**config.mk**
```make
export PLATFORM = sky130hd
export DESIGN_NAME = ser_loader
export DESIGN_NICKNAME = d
export VERILOG_FILES = /design/src/rtl/ldr_pkg.sv /design/src/rtl/ldr_uart_rx.sv /design/src/rtl/ldr_uart_tx.sv /design/src/rtl/ldr_ctrl.sv /design/src/rtl/ser_loader.sv
export SDC_FILE = /design/constraint.sdc
export NUM_CORES = 1
export LEC_CHECK = 0
export BUFFER_PORTS_ARGS = -buffer_cell sky130_fd_sc_hd__buf_2
export CAP_MARGIN = 25
export CORE_MARGIN = 2
export CORE_UTILIZATION = 40
export DETAILED_ROUTE_END_ITERATION = 16
export PLACE_DENSITY_LB_ADDON = 0.15
export SETUP_SLACK_MARGIN = 0.15
export SYNTH_ARGS = -nofsm -noshare
export SYNTH_HDL_FRONTEND = slang
export SYNTH_SLANG_ARGS = --single-unit
```
**constraint.sdc**
```tcl
create_clock -name clk -period 2.5 [get_ports clk]
set_clock_uncertainty 0.05 [all_clocks]
set_input_delay 0.25 -clock clk [delete_from_list [all_inputs] [get_ports clk]]
set_output_delay 0.25 -clock clk [all_outputs]
set_load 0.02 [all_outputs]
```
**src/rtl/ldr_pkg.sv**
```systemverilog
package ldr_pkg;

  localparam logic [7:0] CMD_WR = 8'h30;
  localparam logic [7:0] CMD_RD = 8'h31;
  localparam logic [7:0] CMD_GO = 8'h32;

  typedef enum logic [3:0] {
    P_IDLE, P_AHI, P_ALO, P_LHI, P_LLO, P_WDAT,
    P_RREQ, P_RWAIT, P_RCAP, P_TXGO, P_TXWT, P_RUN, P_HOLD
  } pst_t;

  typedef enum logic [1:0] {R_IDLE, R_START, R_DATA, R_STOP} rxst_t;

  // Rounded clock cycles per serial bit.
  function automatic int unsigned bit_cycles(input int unsigned hz, input int unsigned baud);
    return (hz + baud / 2) / baud;
  endfunction

endpackage

```
**src/rtl/ldr_uart_rx.sv**
```systemverilog
module ldr_uart_rx #(
  parameter int BIT = 87
) (
  input  logic       clk,
  input  logic       rst,
  input  logic       rx_i,
  output logic       vld,
  output logic [7:0] byte_o,
  output logic       err
);
  import ldr_pkg::*;

  localparam int CW   = $clog2(BIT + 1);
  localparam int HALF = BIT / 2;

  logic [1:0]    sync;
  logic          rxs;
  rxst_t         st;
  logic [CW-1:0] cnt;
  logic [2:0]    nbit;

  assign rxs = sync[1];

  always_ff @(posedge clk) begin
    if (rst) begin
      sync   <= 2'b11;
      st     <= R_IDLE;
      cnt    <= '0;
      nbit   <= '0;
      byte_o <= '0;
      vld    <= 1'b0;
      err    <= 1'b0;
    end else begin
      sync <= {sync[0], rx_i};
      vld  <= 1'b0;
      err  <= 1'b0;
      unique case (st)
        R_IDLE: if (!rxs) begin
          cnt <= CW'(HALF - 1);
          st  <= R_START;
        end
        R_START: if (cnt == '0) begin
          if (!rxs) begin
            cnt  <= CW'(BIT - 1);
            nbit <= '0;
            st   <= R_DATA;
          end else begin
            st <= R_IDLE;
          end
        end else begin
          cnt <= cnt - 1'b1;
        end
        R_DATA: if (cnt == '0) begin
          byte_o <= {rxs, byte_o[7:1]};
          cnt    <= CW'(BIT - 1);
          nbit   <= nbit + 1'b1;
          if (nbit == 3'd7) st <= R_STOP;
        end else begin
          cnt <= cnt - 1'b1;
        end
        R_STOP: if (cnt == '0) begin
          if (rxs) vld <= 1'b1;
          else     err <= 1'b1;
          st <= R_IDLE;
        end else begin
          cnt <= cnt - 1'b1;
        end
        default: st <= R_IDLE;
      endcase
    end
  end

  // a frame ends either accepted or rejected, never both
  a_r10_vld_xor_err: assert property (@(posedge clk) disable iff (rst) !(vld && err));
  // a result only appears on the cycle that leaves the stop-bit phase
  a_r1_result_after_stop: assert property (@(posedge clk) disable iff (rst)
    (vld || err) |-> $past(st == R_STOP));

endmodule

```
**src/rtl/ldr_uart_tx.sv**
```systemverilog
module ldr_uart_tx #(
  parameter int BIT = 87
) (
  input  logic       clk,
  input  logic       rst,
  input  logic       go,
  input  logic [7:0] data,
  output logic       busy,
  output logic       tx_o
);
  localparam int CW = $clog2(BIT + 1);

  logic [8:0]    sh;
  logic [3:0]    left;
  logic [CW-1:0] cnt;

  always_ff @(posedge clk) begin
    if (rst) begin
      sh   <= '1;
      left <= '0;
      cnt  <= '0;
      busy <= 1'b0;
      tx_o <= 1'b1;
    end else if (!busy) begin
      if (go) begin
        sh   <= {1'b1, data};
        tx_o <= 1'b0;
        cnt  <= CW'(BIT - 1);
        left <= 4'd9;
        busy <= 1'b1;
      end
    end else if (cnt == '0) begin
      cnt <= CW'(BIT - 1);
      if (left == 4'd0) begin
        busy <= 1'b0;
      end else begin
        tx_o <= sh[0];
        sh   <= {1'b1, sh[8:1]};
        left <= left - 1'b1;
      end
    end else begin
      cnt <= cnt - 1'b1;
    end
  end

  // the line rests high whenever no frame is in flight
  a_r1_idle_high: assert property (@(posedge clk) disable iff (rst) !busy |-> tx_o);
  // every frame opens with a low start bit
  a_r1_start_low: assert property (@(posedge clk) disable iff (rst) $rose(busy) |-> !tx_o);

endmodule

```
**src/rtl/ldr_ctrl.sv**
```systemverilog
module ldr_ctrl #(
  parameter int AW = 16
) (
  input  logic          clk,
  input  logic          rst,
  input  logic          rx_vld,
  input  logic [7:0]    rx_byte,
  input  logic          rx_err,
  input  logic          tx_busy,
  output logic          tx_go,
  output logic [7:0]    tx_byte,
  output logic [AW-1:0] mem_addr_o,
  output logic          mem_rd_o,
  output logic [1:0]    mem_we_o,
  output logic [15:0]   mem_wdata_o,
  input  logic [15:0]   mem_rdata_i,
  output logic          run_o,
  output logic [AW-1:0] run_addr_o,
  input  logic          run_done_i
);
  import ldr_pkg::*;

  pst_t          st;
  logic [7:0]    cmd;
  logic [7:0]    hold;
  logic [AW-1:0] ptr;
  logic [15:0]   cnt;
  logic [15:0]   word;
  logic          hdr_wait;

  assign word     = {hold, rx_byte};
  assign tx_go    = (st == P_TXGO);
  assign hdr_wait = (st == P_AHI) || (st == P_ALO) || (st == P_LHI) ||
                    (st == P_LLO) || (st == P_WDAT);

  always_ff @(posedge clk) begin
    if (rst) begin
      st          <= P_IDLE;
      cmd         <= '0;
      hold        <= '0;
      ptr         <= '0;
      cnt         <= '0;
      tx_byte     <= '0;
      mem_addr_o  <= '0;
      mem_rd_o    <= 1'b0;
      mem_we_o    <= '0;
      mem_wdata_o <= '0;
      run_o       <= 1'b0;
      run_addr_o  <= '0;
    end else begin
      mem_rd_o <= 1'b0;
      mem_we_o <= '0;
      run_o    <= 1'b0;
      if (rx_err && hdr_wait) begin
        st <= P_IDLE;
      end else begin
        unique case (st)
          P_IDLE: if (rx_vld && (rx_byte == CMD_WR || rx_byte == CMD_RD || rx_byte == CMD_GO)) begin
            cmd <= rx_byte;
            st  <= P_AHI;
          end
          P_AHI: if (rx_vld) begin
            hold <= rx_byte;
            st   <= P_ALO;
          end
          P_ALO: if (rx_vld) begin
            ptr <= AW'(word);
            st  <= (cmd == CMD_GO) ? P_RUN : P_LHI;
          end
          P_LHI: if (rx_vld) begin
            hold <= rx_byte;
            st   <= P_LLO;
          end
          P_LLO: if (rx_vld) begin
            cnt <= word;
            if (word == 16'd0)      st <= P_IDLE;
            else if (cmd == CMD_WR) st <= P_WDAT;
            else                    st <= P_RREQ;
          end
          P_WDAT: if (rx_vld) begin
            mem_addr_o  <= ptr;
            mem_wdata_o <= {rx_byte, rx_byte};
            mem_we_o    <= ptr[0] ? 2'b01 : 2'b10;
            ptr         <= ptr + 1'b1;
            cnt         <= cnt - 16'd1;
            if (cnt == 16'd1) st <= P_IDLE;
          end
          P_RREQ: begin
            mem_addr_o <= ptr;
            mem_rd_o   <= 1'b1;
            st         <= P_RWAIT;
          end
          P_RWAIT: st <= P_RCAP;
          P_RCAP: begin
            tx_byte <= ptr[0] ? mem_rdata_i[7:0] : mem_rdata_i[15:8];
            st      <= P_TXGO;
          end
          P_TXGO: st <= P_TXWT;
          P_TXWT: if (!tx_busy) begin
            ptr <= ptr + 1'b1;
            cnt <= cnt - 16'd1;
            st  <= (cnt == 16'd1) ? P_IDLE : P_RREQ;
          end
          P_RUN: begin
            run_o      <= 1'b1;
            run_addr_o <= ptr;
            st         <= P_HOLD;
          end
          P_HOLD: if (run_done_i) st <= P_IDLE;
          default: st <= P_IDLE;
        endcase
      end
    end
  end

  // at most one byte lane is enabled
  a_r5_one_lane: assert property (@(posedge clk) disable iff (rst) $onehot0(mem_we_o));
  // a store presents the same byte on both halves
  a_r5_dup_byte: assert property (@(posedge clk) disable iff (rst)
    (|mem_we_o) |-> (mem_wdata_o[15:8] == mem_wdata_o[7:0]));
  // read and write never share a cycle
  a_r6_no_overlap: assert property (@(posedge clk) disable iff (rst) !(mem_rd_o && (|mem_we_o)));
  // the start request lasts one cycle
  a_r8_pulse: assert property (@(posedge clk) disable iff (rst) run_o |=> !run_o);
  // the start address stays put while the core runs
  a_r8_addr_hold: assert property (@(posedge clk) disable iff (rst)
    (st == P_HOLD && $past(st == P_HOLD)) |-> $stable(run_addr_o));
  // the bus stays quiet while waiting for the core
  a_r9_quiet: assert property (@(posedge clk) disable iff (rst)
    (st == P_HOLD && $past(st == P_HOLD)) |-> (!mem_rd_o && mem_we_o == 2'b00));

endmodule

```
**src/rtl/ser_loader.sv**
```systemverilog
module ser_loader #(
  parameter int unsigned CLK_HZ = 10_000_000,
  parameter int unsigned BAUD   = 115_200,
  parameter int          AW     = 16
) (
  input  logic          clk,
  input  logic          rst,
  input  logic          rx_i,
  output logic          tx_o,
  output logic [AW-1:0] mem_addr_o,
  output logic          mem_rd_o,
  output logic [1:0]    mem_we_o,
  output logic [15:0]   mem_wdata_o,
  input  logic [15:0]   mem_rdata_i,
  output logic          run_o,
  output logic [AW-1:0] run_addr_o,
  input  logic          run_done_i
);
  localparam int BIT = int'(ldr_pkg::bit_cycles(CLK_HZ, BAUD));

  logic       rx_vld, rx_err, tx_busy, tx_go;
  logic [7:0] rx_byte, tx_byte;

  ldr_uart_rx #(.BIT(BIT)) u_rx (
    .clk(clk), .rst(rst), .rx_i(rx_i),
    .vld(rx_vld), .byte_o(rx_byte), .err(rx_err)
  );

  ldr_uart_tx #(.BIT(BIT)) u_tx (
    .clk(clk), .rst(rst), .go(tx_go), .data(tx_byte),
    .busy(tx_busy), .tx_o(tx_o)
  );

  ldr_ctrl #(.AW(AW)) u_ctrl (
    .clk(clk), .rst(rst),
    .rx_vld(rx_vld), .rx_byte(rx_byte), .rx_err(rx_err),
    .tx_busy(tx_busy), .tx_go(tx_go), .tx_byte(tx_byte),
    .mem_addr_o(mem_addr_o), .mem_rd_o(mem_rd_o), .mem_we_o(mem_we_o),
    .mem_wdata_o(mem_wdata_o), .mem_rdata_i(mem_rdata_i),
    .run_o(run_o), .run_addr_o(run_addr_o), .run_done_i(run_done_i)
  );

endmodule

```
==> impl_metrics.yaml, run 1 <==
status:
  status: "finished, final reports clean"
global_routing:
  grt_pass1_vias: 5701
  gr-total-overflow: 0
  grt_usage: 0.184
  grt_antenna_before_repair: 0
  grt_start_max_net_pins: 44
  grt_pass1_wl_mm: 29.4
synthesis:
  ys_ff_latch: 149
  synth-main-ff-cell: "dfxtp_1"
  synth_area_leader_cell: "dfxtp_1"
  ys_seq_area_frac: 0.413
  synth_area_leaders: "dfxtp_1, mux2i_1, a21oi_1"
  synth_enable_flop_cells: 0
  syn_inst: 858
  synth_top_cell_area_share: 0.413
  syn_area_mm2: 0.00722
  synth_common_cells: "dfxtp_1, nand2_1, nor2_1"
  ys_async_sr_fraction: 0
  syn_nets: 892
  synth.most_common_cell: "dfxtp_1"
  ys_types: 71
  avgSynthCellArea_um2: 8.41
  ys_warn_count: 0
pwr:
  internal-power_mw: 4.17
  switching_power_mw: 1.30
  switching_share: 0.238
  seqPwrFrac: 0.446
  cellPowerDensity_mw_per_mm2: 651
  comb_power_share: 0.076
  clock_power_share: 0.478
  irDropWorstVdd_v: 0.000446
  power.leakage_nw: 3.49
timing:
  finalCriticalPeriod_ps: 2160
  whs_ps: 114
  rsz0062_at_grt: "false"
  slew_viol_final: 0
  finalSetupViolCount: 0
  worst_pin_slew_ps: 931
  final.setup.tns_ps: 0
  maxSlewHeadroom: 0.378
  fin_crit_sh: 0.866
  final_hold_viol_count: 0
  fmax_mhz: 462
die:
  core_mm2: 0.0178
  fp.dieArea_mm2: 0.0191
  die_w_um: 138
  io_pins: 73
  initial_core_util: 0.404
  die_h_um: 138
  row_count: 49
worst_setup_path:
  start_kind: "flop"
  critical_path_class: "flop to flop"
  r2r_start: "u_tx.cnt[0]"
  cp_max_fo: 18
  end_kind: "flop"
  crit_start: "u_tx.cnt[0]"
  required_ps: 2720
  critPathArrivalTime_ps: 2380
routing:
  wire_per_inst_um: 15.2
  drc: 0
  routed_wirelength_mm: 17.6
  viasPerCell: 5.42
  postRouteAntennaNets: 0
  first_iter_violations: 299
  vias: 6271
  first_pass_iters: 4
layout:
  final-seq-area_mm2: 0.00298
  area_delta_synth_final_pct: 16.5
  antennaDiodeCount: 0
  drive_above_1_share: 0.175
  nNetsFinal: 950
  fin_area_mm2: 0.00840
  fillers: 1755
  multi_input_area_mm2: 0.00382
cts:
  cts_tree: "done"
  clkSinkCount: 149
  clk_latency_ps: 420
  cts_setup_buffers: 0
  cts_root_buffer: "clkbuf_16"
  cts_buffers: 17
  clock_path_buffers: 2
  h-tree-depth: 4
  clk_pin_slew_worst_paths_ps: 60
min_path:
  hold_start: "mem_rdata_i[15]"
  hp-class: "primary input to flop"
place:
  placed_cell_area_mm2: 0.00779
  hpwl_mm: 11.8
  gp_congestion: 0.835
  portBuffers: 72
flow_run:
  drv_cap: 0
[cell families (layout without fill, tap and decap cells)]
| family | Yosys count | in the layout | synth area share |
|---|---|---|---|
| simple gates | 336 | 336 | 0.234 |
| compound gates | 215 | 215 | 0.192 |
| flops | 149 | 149 | 0.413 |
| buf+inv | 88 | 159 | 0.0583 |
| mux | 55 | 55 | 0.0763 |
| fa+ha+maj | 14 | 14 | 0.0243 |
| xor+xnor | 1 | 1 | 0.00121 |
[metal layers]
| metal | track usage | vias to the layer above | routed length, µm |
|---|---|---|---|
| met4 | 0.0677 | 0 | 294 |
| li1 | - | 3210 | - |
| met5 | 0 | - | 0 |
| met1 | 0.268 | 2906 | 9080 |
| met2 | 0.268 | 128 | 7500 |
| met3 | 0.0378 | 27 | 698 |
[stage by stage]
step                       util  worst slack (ps)  instances  power (mW)
final                     0.471               336       1158        5.47
after global routing      0.471               209       1158        5.68
after CTS                 0.471               289       1158        5.53
after detailed placement  0.437               304       1125        2.91
after global placement    0.437               335       1125        2.91
after floorplan               -               561        858        2.80
[state kept, by name, summed over array words and instances (netlist names), 7 cells and up, named ones only]
register            flops
u_ctrl.mem_addr_o      16
u_tx.sh                 8
u_ctrl.run_addr_o      16
u_tx.cnt                7
u_ctrl.hold             8
u_ctrl.cmd              8
u_rx.cnt                7
u_rx.byte_o             8
u_ctrl.ptr             16
u_ctrl.mem_wdata_o      8
u_ctrl.cnt             16
u_ctrl.tx_byte          8
[power groups by stage]
stage | clock (mW) | sequential (mW) | combinational (mW)
final | 2.61 | 2.44 | 0.417
after global routing | 2.77 | 2.44 | 0.468
after CTS | 2.67 | 2.44 | 0.424
after floorplan | 0 | 2.48 | 0.316
after detailed placement | 0 | 2.49 | 0.422
after global placement | 0 | 2.49 | 0.419
[area by class of cell]
type	count	share of cell area
multi-input cells	621	0.454
clock buffers	20	0.0532
well taps	229	0.0341
inverters	20	0.00893
repair buffers	107	0.0762
clock inverters	12	0.0183
flip-flops and latches	149	0.355
[path summary, 6_finish.rpt]
check	endpoint	cells after the start	slack, ps
worst max-delay path	u_tx.sh[2]	7	340
worst min-delay path	u_ctrl.tx_byte[7]	3	110
worst max register to register	u_tx.sh[2]	7	340
worst min register to register	u_rx.sync[1]	1	360
[critical path, cell delays in order (launching register included)]
cell,delay (ps)
dfxtp_1,330
inv_1,60
ha_1,180
nand2b_1,100
o41a_1,360
or3_2,680
nand2_1,170
o211ai_2,90
[cells in the final DEF, fill, tap and decap left out, types with 7 or more instances in the layout]
master,n
nor3_1,21
a21oi_1,79
and3_1,13
clkbuf_16,17
ha_1,14
a31oi_1,8
nand4_1,7
dfxtp_1,148
inv_1,20
nand2b_1,8
buf_2,71
buf_4,34
and2_1,11
nor4_1,9
nand3_1,33
a211oi_1,24
mux2i_1,55
nand2_1,91
o211ai_2,7
nor2_1,88
o32ai_1,8
o21ai_0,42
[repair_timing]
item                                    4_1_cts  5_1_grt
endpoints found under the setup margin        0        7
hold endpoints to repair                      1        0
hold buffers                                  1        0
gates resized for setup                       0        2
Note: power is estimated with default switching activity, not from simulation.
==> run 2, diff against run 1 <==
- CORE_UTILIZATION: 40 -> 59
==> impl_metrics.yaml, run 2 (synthesis gave the netlist of run 1 again) <==
layout:
  multi_input_area_mm2: 0.00382
  layout_common_cells: "dfxtp_1, nand2_1, nor2_1, a21oi_1, buf_2"
  final-seq-area_mm2: 0.00298
  drive_above_1_share: 0.172
  area_delta_synth_final_pct: 14.4
  fin_cells: 1068
  antennaDiodeCount: 0
  final_common_cell: "dfxtp_1"
  nNetsFinal: 944
  fillers: 1002
die:
  core_mm2: 0.0120
  fp.dieArea_mm2: 0.0131
  initial_core_util: 0.603
  row_count: 40
  io_pins: 73
  die_w_um: 115
  die_h_um: 115
cts:
  cts_buffers: 17
  h-tree-depth: 4
  clock_path_buffers: 2
  clk_pin_slew_worst_paths_ps: 60
  cts_tree: "done"
  cts_root_buffer: "clkbuf_16"
  clkSinkCount: 149
  cts_setup_buffers: 0
  clk_latency_ps: 430
place:
  portBuffers: 72
  place_inst: 1037
  hpwl_mm: 12.1
  gp_congestion: 0.929
timing:
  fmax_mhz: 449
  finalCriticalPeriod_ps: 2220
  finalSetupViolCount: 0
  worst_pin_slew_ps: 831
  whs_ps: 119
  rsz0062_at_grt: "true"
  slew_viol_final: 0
  fin_crit_sh: 0.890
  maxSlewHeadroom: 0.445
  final_hold_viol_count: 0
  final.setup.tns_ps: 0
routing:
  postRouteAntennaNets: 0
  vias: 6614
  first_pass_iters: 6
  first_iter_violations: 633
  drc: 0
  viasPerCell: 6.19
  wire_per_inst_um: 16.6
  routed_wirelength_mm: 17.7
flow_run:
  drv_cap: 0
min_path:
  hold_path_depth: 3
  min_to: "u_ctrl.tx_byte[4]"
  hp-class: "primary input to flop"
  hold_start: "mem_rdata_i[12]"
global_routing:
  gr-total-overflow: 0
  grt_pass1_vias: 6094
  grt_antenna_before_repair: 0
  grt_start_max_net_pins: 73
  grt_usage: 0.272
  grt_pass1_wl_mm: 28.8
pwr:
  power.leakage_nw: 3.47
  irDropWorstVdd_v: 0.000416
  comb_power_share: 0.078
  cellPowerDensity_mw_per_mm2: 663
  switching_power_mw: 1.24
  switching_share: 0.226
  internal-power_mw: 4.23
  clock_power_share: 0.476
  seqPwrFrac: 0.446
worst_setup_path:
  reg2regPathDepth: 6
  cp_max_fo: 13
  cpPeakStageDelay_ps: 560
  start_kind: "flop"
  r2r_start: "u_ctrl.st[0]"
  r2r_slack_ps: 280
  crit_chain: "nand4bb_1 -> nand2_1 -> buf_4 -> o21ai_0 -> a21oi_1 -> a211oi_1"
  end_kind: "flop"
  r2r-end: "u_ctrl.ptr[11]"
  crit_path_top_delay_cell: "dfxtp_1"
  required_ps: 2720
  critPathArrivalTime_ps: 2440
  critical_path_class: "flop to flop"
status:
  status: "finished, final reports clean"
[run 2: worst max-delay path by stage]
stage,end,cells after the start,start
final,u_ctrl.ptr[11],6,u_ctrl.st[0]
after global placement,u_ctrl.cnt[0],6,u_ctrl.st[2]
after floorplan,u_rx.cnt[0],7,u_rx.cnt[0]
after global routing,u_ctrl.ptr[11],6,u_ctrl.st[0]
after CTS,u_tx.sh[5],7,u_tx.cnt[1]
after detailed placement,u_tx.left[2],7,u_tx.cnt[1]
[run 2: timing repair]
| item | in CTS | in global routing |
|---|---|---|
| setup endpoints to repair | 0 | 34 |
| hold buffers | 1 | 0 |
| hold endpoints to repair | 1 | 0 |
| gates resized for setup | 0 | 4 |
[run 2: layout make-up]
type,count,share of cell area
Clock inverter,9,0.0153
Timing Repair Buffer,101,0.0706
Clock buffer,21,0.0582
Tap cell,147,0.0223
Inverter,20,0.00910
Multi-Input combinational cell,621,0.463
Sequential cell,149,0.362
[run 2: metrics by stage]
step | total power, mW | utilization | area [µm²] | setup slack [ps]
after detailed placement | 2.91 | 0.638 | 7630 | 296
final | 5.47 | 0.690 | 8250 | 275
after global placement | 2.89 | 0.638 | 7630 | 326
after floorplan | 2.80 | - | 7220 | 561
after global routing | 5.66 | 0.690 | 8250 | 70.5
after CTS | 5.50 | 0.689 | 8250 | 229
[run 2: power groups by stage]
| stage | registers [mW] | clock network, mW | logic (mW) |
|---|---|---|---|
| 5_1_grt | 2.44 | 2.74 | 0.473 |
| 2_1_floorplan | 2.48 | 0 | 0.316 |
| 3_5_place_dp | 2.49 | 0 | 0.423 |
| 4_1_cts | 2.44 | 2.64 | 0.426 |
| 3_3_place_gp | 2.49 | 0 | 0.402 |
| 6_report | 2.44 | 2.60 | 0.428 |
[run 2: worst max-delay path, delay by kind of cell, from the launching register on]
family / cells / cell delay, ps
compound gates: 3 / 400
flops: 1 / 560
buf+inv: 1 / 250
simple gates: 2 / 800
[run 2: metal layers]
metal	up-vias	share of wire	track usage
met4	0	0.024	0.116
met3	43	0.058	0.0492
met2	256	0.47	0.448
met1	3127	0.45	0.350
li1	3188	-	-
met5	-	0	0
==> run 3, diff against run 2 <==
- CORE_UTILIZATION: 59 -> 61
- clock period: 2.5 -> 2.6 ns (I/O delays scaled with it)
==> impl_metrics.yaml, run 3 (synthesis gave the netlist of run 1 again) <==
status:
  status: "finished, final reports clean"
worst_setup_path:
  path_common_cell: "buf_4"
  critPathArrivalTime_ps: 2550
  critical_path_class: "flop to flop"
  cp_max_fo: 18
  required_ps: 2920
  crit_chain: "buf_4 -> nor2_1 -> a31oi_1 -> or3_1 -> buf_4 -> a21oi_1 -> o21a_1"
  path_delay_family: "simple AND/OR/NAND/NOR gates"
  cpPeakStageDelay_ps: 430
  crit_path_top_delay_cell: "dfxtp_1"
  path_buf_inv: 2
  start_kind: "flop"
  end_kind: "flop"
routing:
  first_iter_violations: 650
  postRouteAntennaNets: 0
  routed_wirelength_mm: 17.9
  viasPerCell: 6.25
  vias: 6654
  wire_per_inst_um: 16.9
  first_pass_iters: 5
  drc: 0
die:
  initial_core_util: 0.629
  row_count: 39
  core_mm2: 0.0115
  io_pins: 73
  die_w_um: 113
  fp.dieArea_mm2: 0.0127
  die_h_um: 113
cts:
  cts_buffers: 17
  clock_path_buffers: 2
  h-tree-depth: 4
  cts_root_buffer: "clkbuf_16"
  clk_pin_slew_worst_paths_ps: 60
  cts_tree: "done"
  clk_latency_ps: 420
  clkSinkCount: 149
  cts_setup_buffers: 0
pwr:
  power.leakage_nw: 3.48
  irDropWorstVdd_v: 0.000833
  cellPowerDensity_mw_per_mm2: 660
global_routing:
  grt_pass1_vias: 6090
  grt_start_max_net_pins: 76
  grt_antenna_before_repair: 0
  grt_pass1_wl_mm: 29.2
  gr-total-overflow: 0
  grt_usage: 0.281
layout:
  final_common_cell: "dfxtp_1"
  antennaDiodeCount: 0
  area_delta_synth_final_pct: 14.9
  nNetsFinal: 943
  drive_above_1_share: 0.170
  fillers: 840
  fin_area_mm2: 0.00829
  layout_common_cells: "dfxtp_1, nand2_1, nor2_1, a21oi_1, buf_2"
min_path:
  hp-class: "primary input to flop"
timing:
  fin_crit_sh: 0.858
  final.setup.tns_ps: 0
  maxSlewHeadroom: 0.462
  slew_viol_final: 0
  finalSetupViolCount: 0
  finalCriticalPeriod_ps: 2230
  rsz0062_at_grt: "false"
  fmax_mhz: 448
  worst_pin_slew_ps: 807
  final_hold_viol_count: 0
place:
  hpwl_mm: 12.2
  portBuffers: 72
  gp_congestion: 0.958
  placed_cell_area_mm2: 0.00762
flow_run:
  drv_cap: 0
run 3: final cells by class:
class                      count  area, µm²  share of cell area
clock inverter                14        225              0.0272
inverter                      20       75.1             0.00905
timing repair buffer         100        576              0.0694
multi-input combinational    621       3820               0.460
clock buffer                  18        439              0.0530
tap                          143        179              0.0216
sequential                   149       2980               0.360
run 3: repair_timing:
action | 4_1_cts | 5_1_grt
gates resized for setup | 0 | 1
hold endpoints to repair | 1 | 0
hold buffers | 1 | 0
endpoints found under the setup margin | 0 | 5
run 3: path summary, 6_finish.rpt:
path / start / end / slack [ps] / cells after the start
max: u_ctrl.st[2] / u_tx.left[0] / 370 / 7
min: mem_rdata_i[3] / u_ctrl.tx_byte[3] / 150 / 3
max reg2reg: u_ctrl.st[2] / u_tx.left[0] / 370 / 7
min reg2reg: u_rx.sync[0] / u_rx.sync[1] / 380 / 1
run 3: worst register-to-register path, delay by kind of cell (launching register included):
family | cells | cell delay, ps
DFF | 1 | 430
buffers and inverters | 2 | 450
and+or+nand+nor | 2 | 660
AOI/OAI and AO/OA | 3 | 600
run 3: routing by layer:
metal	wire length (µm)	global-route usage	part of all wire
met5	0	0	0
met4	327	0.0976	0.018
met3	1270	0.0712	0.071
met2	8440	0.457	0.47
met1	7910	0.366	0.44
run 3: power by group:
group          internal [mW]  total, mW  switching, mW
combinational          0.164      0.410          0.246
clock                   1.74       2.72          0.986
sequential              2.31       2.34         0.0321
total                   4.21       5.48           1.26
run 3: stage by stage:
step	worst slack [ps]	hold slack, ps	power (mW)	util	std cells
after floorplan	661	314	2.69	-	858
after global placement	462	351	2.78	0.664	1032
after detailed placement	369	349	2.79	0.664	1032
after CTS	359	133	5.50	0.723	1065
after global routing	238	174	5.64	0.723	1065
final	369	147	5.48	0.723	1065
